==> config.mk <==
export PLATFORM = sky130hd
export DESIGN_NAME = i2c_cond_detect
export DESIGN_NICKNAME = d
export VERILOG_FILES = /design/src/rtl/i2c_cond_detect.sv
export SDC_FILE = /design/constraint.sdc
export NUM_CORES = 1
export LEC_CHECK = 0
export ABC_CLOCK_PERIOD_IN_PS = 4050
export CAP_MARGIN = 20
export CORE_MARGIN = 5
export CORE_UTILIZATION = 61
export DETAILED_ROUTE_END_ITERATION = 8
export DONT_BUFFER_PORTS = 1
export PLACE_DENSITY = 0.88
export SLEW_MARGIN = 20
export SYNTH_ARGS = -nofsm -noshare
export SYNTH_HDL_FRONTEND = slang
export SYNTH_SLANG_ARGS = --single-unit
==> constraint.sdc <==
create_clock -name clk -period 4.05 [get_ports clk]
set_input_delay 0.405 -clock clk [delete_from_list [all_inputs] [get_ports clk]]
set_output_delay 0.405 -clock clk [all_outputs]
set_load 0.02 [all_outputs]
==> src/rtl/i2c_cond_detect.sv <==
module i2c_cond_detect #(
  parameter int CFG_W       = 5,
  parameter int SYNC_STAGES = 2,
  parameter int FAST_REL    = 4,
  parameter int FAST_SET    = 2,
  parameter int FAST_HOLD   = 2,
  parameter int FAST_FLAG   = 4
) (
  input  logic             clk,
  input  logic             rst_n,
  input  logic             scl_in,
  input  logic             sda_in,
  input  logic             fast_mode,
  input  logic [CFG_W-1:0] cond_time,
  input  logic             master,
  output logic             bus_busy,
  output logic             start_det,
  output logic             stop_det,
  output logic             slave_stop_irq
);
  localparam int CW = CFG_W + 2;

  logic [SYNC_STAGES-1:0] scl_sr, sda_sr;
  logic                   sda_q;
  logic [CW-1:0]          scl_hi, sda_st, pcnt;
  logic                   pend, is_stop;
  logic [CW-1:0]          n_eff, rel_lim, set_lim, hold_lim, flag_lim;

  wire scl_s    = scl_sr[SYNC_STAGES-1];
  wire sda_s    = sda_sr[SYNC_STAGES-1];
  wire sda_edge = sda_s != sda_q;

  always_ff @(posedge clk or negedge rst_n) begin
    if (!rst_n) begin
      scl_sr <= '1;
      sda_sr <= '1;
      sda_q  <= 1'b1;
    end else begin
      scl_sr <= {scl_sr[SYNC_STAGES-2:0], scl_in};
      sda_sr <= {sda_sr[SYNC_STAGES-2:0], sda_in};
      sda_q  <= sda_s;
    end
  end

  always_comb begin
    if (cond_time == '0) n_eff = CW'(2);
    else                 n_eff = CW'(cond_time) + CW'(cond_time[0]);
    rel_lim  = fast_mode ? CW'(FAST_REL)  : n_eff;
    set_lim  = fast_mode ? CW'(FAST_SET)  : n_eff + CW'(1);
    hold_lim = fast_mode ? CW'(FAST_HOLD) : n_eff;
    flag_lim = fast_mode ? CW'(FAST_FLAG) : n_eff + CW'(2);
  end

  wire hold_ok = pcnt >= hold_lim;
  wire accept  = sda_edge && scl_s && (scl_hi >= rel_lim) &&
                 (sda_st >= set_lim) && !(pend && hold_ok);

  always_ff @(posedge clk or negedge rst_n) begin
    if (!rst_n) begin
      scl_hi <= '0;
      sda_st <= '0;
    end else begin
      if (!scl_s)            scl_hi <= '0;
      else if (scl_hi != '1) scl_hi <= scl_hi + CW'(1);
      if (sda_edge)          sda_st <= '0;
      else if (sda_st != '1) sda_st <= sda_st + CW'(1);
    end
  end

  always_ff @(posedge clk or negedge rst_n) begin
    if (!rst_n) begin
      pend           <= 1'b0;
      pcnt           <= '0;
      is_stop        <= 1'b0;
      bus_busy       <= 1'b0;
      start_det      <= 1'b0;
      stop_det       <= 1'b0;
      slave_stop_irq <= 1'b0;
    end else begin
      start_det      <= 1'b0;
      stop_det       <= 1'b0;
      slave_stop_irq <= 1'b0;
      if (accept) begin
        pend    <= 1'b1;
        pcnt    <= CW'(1);
        is_stop <= sda_s;
      end else if (pend) begin
        if (!hold_ok && (sda_edge || !scl_s)) begin
          pend <= 1'b0;
        end else if (pcnt == flag_lim - CW'(1)) begin
          pend           <= 1'b0;
          bus_busy       <= !is_stop;
          start_det      <= !is_stop;
          stop_det       <= is_stop;
          slave_stop_irq <= is_stop && !master;
        end else begin
          pcnt <= pcnt + CW'(1);
        end
      end
    end
  end

  AST_START_SETS_BUSY: assert property (@(posedge clk) disable iff (!rst_n) start_det |-> bus_busy);
  AST_START_ONE_CYCLE: assert property (@(posedge clk) disable iff (!rst_n) start_det |=> !start_det);
  AST_STOP_CLEARS_BUSY: assert property (@(posedge clk) disable iff (!rst_n) stop_det |-> !bus_busy);
  AST_BUSY_NEEDS_EVENT: assert property (@(posedge clk) disable iff (!rst_n)
    (bus_busy != $past(bus_busy)) |-> (start_det || stop_det));
  AST_IRQ_SLAVE_ONLY: assert property (@(posedge clk) disable iff (!rst_n)
    slave_stop_irq |-> (stop_det && !$past(master)));
  AST_SCL_LOW_NO_ACCEPT: assert property (@(posedge clk) disable iff (!rst_n)
    (sda_edge && !scl_s && !pend) |=> !pend);
endmodule

=== Word level (Yosys, flattened, before mapping) ===
Index checks and enable logic that the tools add are counted.

* Register bits: 32
* Input bits: 11
* Logic and storage cells: 78
* Output and inout bits: 4

* Reduce and logical (&&, ||, !) cells: 18
* Equal/unequal tests: 7
* $lt $le $gt $ge: 3
* Multiplexer cells: 29
* Bitwise gates (word level): 2
* $add $sub $neg: 7

{| class="wikitable"
|+ Operator list
! cell !! count
|-
| $mux W7 || 12
|-
| $add A7 B1 Y7 const B || 4
|-
| $ge A7 B7 Y1 || 3
|-
| $mux W1 || 16
|-
| $ne A7 B7 Y1 const B || 2
|-
| $add A7 B2 Y7 const B || 1
|-
| $eq A7 B7 Y1 || 1
|-
| $logic_and A1 B1 Y1 || 7
|-
| $sub A7 B1 Y7 const B || 1
|-
| $add A5 B1 Y6 || 1
|-
| $mux W6 || 1
|-
| $logic_not A1 Y1 || 5
|-
| $logic_not A5 Y1 || 1
|-
| $ne A2 B2 Y1 const B || 2
|-
| $reduce_and A4 Y1 || 1
|-
| $reduce_bool A2 Y1 || 2
|-
| $reduce_and A3 Y1 || 1
|-
| $ne A2 B1 Y1 const B || 1
|-
| $not A1 Y1 || 2
|-
| $logic_or A1 B1 Y1 || 1
|-
| $ne A1 B1 Y1 || 1
|}

=== Logic depth before layout (Yosys ltp) ===
Gate-level depths: netlist of run 1.

* Depth in word-level cells: 10
* Mapped depth: 15

=== Worst setup path after synthesis of run 1 ===
OpenSTA, ideal clock, no wires.

* Path kind: input to register
* Start point: in cond_time[0]
* End point: reg pcnt[2]
* Stages on the path: 13
* Data arrival time: 3.092 ns
* Setup slack: 0.839 ns
* Setup time: 0.119 ns
* Path through: inv_1 > ha_1 > a31oi_1 > inv_1 > ha_1 > clkbuf_8 > xnor3_1 > nor3_2 > or3b_1 > a31oi_1 > o211ai_2 > and4_4 > o21a_1

* Word-level cells in the longest chain between the ends: 9
* Elaborated cells on any way between the ends: 26
* Those cells by class: add/sub: 4; order compare: 3; eq/ne: 3; mux: 6; reduce/logical: 10

{| class="wikitable"
|+ Ends and longest elaborated chain
! item !! line !! source
|-
| from (decl) || 14 || <nowiki>input logic [CFG_W-1:0] cond_time,</nowiki>
|-
| $add A5 B1 Y6 or $logic_not A5 Y1 (tied branches) || 47, 46 ||
|-
| $mux W6 * || 46 || <nowiki>if (cond_time == '0) n_eff = CW'(2);</nowiki>
|-
| parallel branches: the longest is 7 deep, another holds $add A7 B2 Y7 || -- ||
|-
| to (signal assigned) || 97 || <nowiki>pcnt <= pcnt + CW'(1);</nowiki>
|-
| to (decl) || 25 || <nowiki>logic [CW-1:0] scl_hi, sda_st, pcnt;</nowiki>
|}

Mark *: on every way between the ends.
A chain may end at the register's enable or synchronous reset.

=== Worst setup path in the final report of run 1 ===
Ends and elaborated chain as after synthesis.

==> reports/qor.yml, run 1 <==
synth_edf_count: 0
syn2layout_area_growth_pct: 6.20
dieArea_um2: 5140
cp-start-kind: "primary input"
io_buffers: 0
grt_pass1_wl_um: 8050
cp_max_fo: 8
fin_crit_ns: 3.29
yosysTopAreaCell: "dfrtp_1"
crit_type: "primary input to flip-flop"
ioPinCount: 15
synth_area_leaders: "dfrtp_1 29%, ha_1 12%, dfstp_2 5.7%"
drt-pass1-iter-count: 4
ctsResizeCount: 0
cts.clk_slew.worst_paths_ns: 0.07
instances_no_fill: 289
tns_ns: 0
h-tree-depth: 2
setup_viol: 0
rows: 22
rsz0062_at_grt: "no"
synth_cell_types: 59
synth_common_cells: "27 x dfrtp_1, 23 x ha_1, 22 x nand2_1"
finalMaxSlewViolations: 0
crit_required_ns: 4.23
final.setup_skew_ns: 0.00761
regArea_um2: 807
synthesis.nets: 271
status: "complete, no violations"
ant_nets: 0
synth_top_area_frac: 0.291
syn_avg_cell_area_um2: 9.80
power_density_nw_per_um2: 365
cts_tree: "yes"
yosys_warnings: 0
critical_path_arrival_ns: 3.47
cellLeakagePower_nw: 1.16
via_per_inst: 6.22
core_um2: 3690
syn_inst: 237
drt_iter0_markers: 84
synthArstFlopShare: 1.00
hold_violations: 0
ys.flop_type: "dfrtp_1"
ys_seq_elements: 32
clock.fmax_ghz: 0.304
cts.sinks: 32
antenna_cells: 0
wl_per_cell_um: 15.9
vias: 1799
final_net_count: 274
min_path_type: "primary input to flip-flop"
yosysSeqAreaShare: 0.348
clk_latency_ns: 0.29
dp_hpwl_um: 3350
layout-drive-gt1-share: 0.120
grt_overflow: 0
fillCellCount: 315
ir_drop_mv: 0.444
dpl.cell_count: 279
tightest_slew_ns: 0.602
grt_start_max_net_pins: 33
clockRootBuffer: "clkbuf_8"
multiInputGateArea_um2: 1390
grt_usage: 0.198
die-width_um: 71.7
max_slew_margin: 0.596
place_congestion: 0.840
final_util: 0.669
syn_area_um2: 2320
drc: 0
clockBufferDepth: 2
cts_buffers: 5
period_share: 0.811
drt_wl_total_um: 4590
cap_violations: 0
dieHeight_um: 71.7
first_global_vias: 1772
antenna_found_initial: 0
end_kind: "flip-flop"
start_util: 0.630
yosysMostFrequentCell: "dfrtp_1"
## layer usage
layer / vias up / wire length [um] / track usage
li1: 879 / - / -
met5: - / 0 / 0
met2: 45 / 2230 / 0.320
met1: 859 / 2000 / 0.240
met4: 0 / 116 / 0.0939
met3: 16 / 253 / 0.0617
## final timing paths
check | end | cells after the start | slack (ns) | from
setup / recovery | pcnt[2]$_DFFE_PN0P_ | 12 | 0.76 | cond_time[0]
hold / removal | sda_sr[0]$_DFF_PN1_ | 0 | 0.11 | sda_in
setup reg to reg | is_stop$_DFFE_PN0N_ | 8 | 1.77 | pcnt[1]$_DFFE_PN0P_
hold reg to reg | sda_sr[1]$_DFF_PN1_ | 0 | 0.36 | sda_sr[0]$_DFF_PN1_
max in group asynchronous | sda_q$_DFF_PN1_ | 2 | 3.24 | rst_n
min in group asynchronous | sda_st[0]$_DFFE_PN0P_ | 2 | 0.56 | rst_n
## placed cells by master (no fill, tap or decap), types with 2 or more instances in the layout
master	netlist	routed
and2_1	7	7
nand2b_1	3	3
a31oi_1	9	9
a21o_1	2	2
xnor2_1	10	10
inv_1	11	11
o2111ai_1	3	3
a21boi_0	2	2
nand4_1	7	7
o21a_1	7	7
dfrtp_1	27	27
o21ai_0	9	9
a32oi_1	2	2
clkbuf_8	2	7
dfstp_2	5	5
nand2_1	22	22
and3_1	6	6
nand3_1	7	7
o21ai_1	3	3
nor2_1	10	10
mux2_2	2	2
ha_1	23	23
a211oi_1	2	2
mux2i_1	8	8
and2_2	2	2
nor3_1	2	2
a21oi_1	6	6
xor2_1	4	4
## sequential cells by signal (all words and copies together), names as in the netlist
name            flops
pcnt                7
sda_q               1
sda_st              7
scl_hi              7
stop_det            1
sda_sr              2
bus_busy            1
pend                1
start_det           1
slave_stop_irq      1
scl_sr              2
is_stop             1
## cells by family after synthesis
group | after synthesis | share of synthesized area
AOI/OAI and AO/OA | 57 | 0.174
xor gates and xnor gates | 15 | 0.0625
buffers and inverters | 19 | 0.0533
and+or+nand+nor | 81 | 0.195
muxes | 10 | 0.0442
adders and majority gates | 23 | 0.124
DFF | 32 | 0.348
## through the flow
stage / power [mW] / setup WS (ns) / hold slack (ns) / cell area [um^2]
floorplan: 0.525 / 0.839 / 0.109 / 2320
global route: 0.955 / 0.550 / 0.0845 / 2470
global placement: 0.544 / 0.697 / 0.110 / 2310
detailed placement: 0.558 / 0.502 / 0.110 / 2310
CTS: 0.908 / 0.795 / 0.0980 / 2470
finish: 0.901 / 0.765 / 0.107 / 2470
## power breakdown
group | leakage (nW) | internal (mW) | switching [mW]
Sequential | 0.413 | 0.347 | 0.0341
Combinational | 0.678 | 0.0861 | 0.0993
Clock | 0.0645 | 0.217 | 0.118
Total | 1.16 | 0.650 | 0.251
## cell type report
type,instances,share of cell area
multi-input cells,186,0.564
flip-flops and latches,32,0.327
clock buffers,7,0.0391
well taps,48,0.0244
inverters,13,0.0208
clock inverters,1,0.0122
repair buffers,2,0.0122
## critical path, stage by stage
cell and delay [ns]:
inv_1 0.02, ha_1 0.35, a31oi_1 0.35, inv_1 0.13, ha_1 0.33, xnor3_1 0.41
nor3_2 0.23, or3b_1 0.38, a31oi_1 0.21, o211ai_2 0.21, and4_4 0.26, o21a_1 0.17
## what timing repair did
item                                   CTS  global route
hold buffers                             2             0
setup buffers                            0             0
endpoints found under the hold margin   32             0
Power figures use the tool's default switching activity.
==> run 2, diff against run 1 <==
--- a/config.mk
+++ b/config.mk
@@ -5,13 +5,13 @@
 export SDC_FILE = /design/constraint.sdc
 export NUM_CORES = 1
 export LEC_CHECK = 0
-export ABC_CLOCK_PERIOD_IN_PS = 4050
+export ABC_CLOCK_PERIOD_IN_PS = 2800
 export CAP_MARGIN = 20
 export CORE_MARGIN = 5
-export CORE_UTILIZATION = 61
+export CORE_UTILIZATION = 57
 export DETAILED_ROUTE_END_ITERATION = 8
 export DONT_BUFFER_PORTS = 1
-export PLACE_DENSITY = 0.88
+export PLACE_DENSITY = 0.86
 export SLEW_MARGIN = 20
 export SYNTH_ARGS = -nofsm -noshare
 export SYNTH_HDL_FRONTEND = slang
==> constraint.sdc (replaced) <==
create_clock -name clk -period 2.8 [get_ports clk]
set_input_delay 0.28 -clock clk [delete_from_list [all_inputs] [get_ports clk]]
set_output_delay 0.28 -clock clk [all_outputs]
set_load 0.02 [all_outputs]
==> reports/qor.yml, run 2 (synthesized netlist as in run 1, its figures left out) <==
place_congestion: 0.913  # +8.6%
antenna_found_initial: 0  # unchanged
cts_hold_buffers: 4  # +2
ir_drop_mv: 0.396  # -11%
min_path_type: "primary input to flip-flop"
h-tree-depth: 2  # unchanged
layout-drive-gt1-share: 0.149  # +0.0289
status: "complete, no violations"
wl_met2_um: 2330  # +4.5%
clock.fmax_ghz: 0.375
slowest_stage: "or3b_1"
final_cell_mix: "27 x dfrtp_1, 22 x nand2_1, 22 x ha_1, 11 x inv_1, 10 x xnor2_1"
grt_usage: 0.196  # -0.00275
ant_nets: 0  # unchanged
final.setup_skew_ns: 0.0111  # +0.00347 ns
dieHeight_um: 73.8  # +3.0%
cp-start-kind: "primary input"
clockBufferDepth: 2  # unchanged
drt_wl_total_um: 4800  # +4.4%
cts_tree: "yes"
die-width_um: 73.8  # +3.0%
final_common_cell: "dfrtp_1"
rsz0062_at_grt: "no"
grt_start_max_net_pins: 33  # unchanged
finalMaxSlewViolations: 0  # unchanged
drt_iter0_markers: 128  # +52%
cp_max_fo: 8  # unchanged
core_um2: 3970  # +7.7%
fin_crit_ns: 2.67
syn2layout_area_growth_pct: 10.1
hold_violations: 0  # unchanged
power_density_nw_per_um2: 516  # +41%
cts_post_setup_buffers_inserted: 0  # unchanged
start_util: 0.585  # -0.0448
multiInputGateArea_um2: 1420  # +2.2%
clk_latency_ns: 0.29  # about the same
io_buffers: 0  # unchanged
end_kind: "flip-flop"
drt-pass1-iter-count: 4  # unchanged
crit_type: "primary input to flip-flop"
vias: 1838  # +2.2%
final_net_count: 281  # +2.6%
wl_met3_um: 243  # -4.0%
via_per_inst: 6.17  # -0.92%
grt_pass1_wl_um: 8250  # +2.4%
cts_buffers: 5  # unchanged
regArea_um2: 807  # unchanged
cts.sinks: 32  # unchanged
cellLeakagePower_nw: 1.19  # +2.8%
cp_cell_sequence: "inv_1 -> ha_4 -> a31oi_4 -> inv_1 -> ha_1 -> xnor3_1 -> nor3_2 -> or3b_1 -> a31oi_1 -> o211ai_2 -> nor2b_2 -> mux2i_1"
finalPower_mw: 1.32  # +46%
dp_hpwl_um: 3520  # +5.0%
critical_path.max_stage_delay_ns: 0.39  # -0.02 ns
largest_registers: "pcnt x7, scl_hi x7, sda_st x7"
dieArea_um2: 5450  # +6.0%
tns_ns: 0  # unchanged
drc: 0  # unchanged
wl_per_cell_um: 16.1  # +1.2%
ctsResizeCount: 0  # unchanged
r2r_slack_ns: 0.60  # -1.17 ns
final_util: 0.644  # -0.0249
rows: 23  # +4.5%
critical_path_arrival_ns: 2.88  # -0.59 ns
setup_viol: 0  # unchanged
max_slew_margin: 0.646  # +0.0505
period_share: 0.952
antenna_cells: 0  # unchanged
top_layer: "met4"
fillCellCount: 327  # +3.8%
grt_overflow: 0  # unchanged
cp_common_cell: "inv_1"
first_global_vias: 1891  # +6.7%
cap_violations: 0  # unchanged
clockRootBuffer: "clkbuf_8"
crit_required_ns: 3.01  # -1.22 ns
wl_met1_um: 2080  # +4.3%
ioPinCount: 15  # unchanged
tightest_slew_ns: 0.527  # -0.0753 ns
cts.clk_slew.worst_paths_ns: 0.07  # about the same
[run 2: report_power, final]
part	internal (mW)	total (mW)	leakage, nW	switching, mW
clock network	0.314	0.488	0.0645	0.174
logic	0.135	0.276	0.711	0.141
registers	0.502	0.554	0.413	0.0527
total	0.951	1.32	1.19	0.367
[run 2: metal layers]
layer | track usage | vias up
met4 | 0.105 | 0
met1 | 0.234 | 886
met5 | 0 | -
li1 | - | 893
met3 | 0.0492 | 15
met2 | 0.321 | 44
[run 2: worst max-delay path: cells and delay by family]
kind / cells / cell delay [ns]
multiplexers: 1 / 0.21
XOR/XNOR: 1 / 0.21
AO/OA/AOI/OAI: 3 / 0.59
adder cells (fa/ha/maj): 2 / 0.51
buffers and inverters: 2 / 0.12
AND/OR/NAND/NOR: 3 / 0.96
[run 2: area by class of cell]
cell class / count / share of cell area
clock inverters: 1 / 0.0117
well taps: 50 / 0.0245
repair buffers: 9 / 0.0343
clock buffers: 7 / 0.0377
flip-flops and latches: 32 / 0.316
inverters: 13 / 0.0201
multi-input cells: 186 / 0.556
[run 2: per-stage QoR]
stage / cells / area, um^2 / worst slack [ns] / hold slack (ns)
3_5_place_dp: 286 / 2380 / -0.126 / -0.0150
3_3_place_gp: 286 / 2380 / 0.0164 / -0.0149
4_1_cts: 298 / 2560 / 0.157 / 0.184
5_1_grt: 298 / 2560 / 0.0246 / 0.184
6_report: 298 / 2560 / 0.133 / 0.190
2_1_floorplan: 237 / 2350 / 0.00838 / -0.0156
[run 2: worst paths after layout]
kind                                     startpoint                  endpoint  cells past startpoint
min in group asynchronous                     rst_n       pcnt[6]$_DFFE_PN0P_                      2
worst max-delay path                   cond_time[0]      bus_busy$_DFFE_PN0P_                     12
max in group asynchronous                     rst_n       scl_sr[1]$_DFF_PN1_                      2
worst min register to register  scl_sr[0]$_DFF_PN1_       scl_sr[1]$_DFF_PN1_                      0
worst max register to register  sda_sr[1]$_DFF_PN1_       pcnt[3]$_DFFE_PN0P_                      9
worst min-delay path                         master  slave_stop_irq$_DFF_PN0_                      1
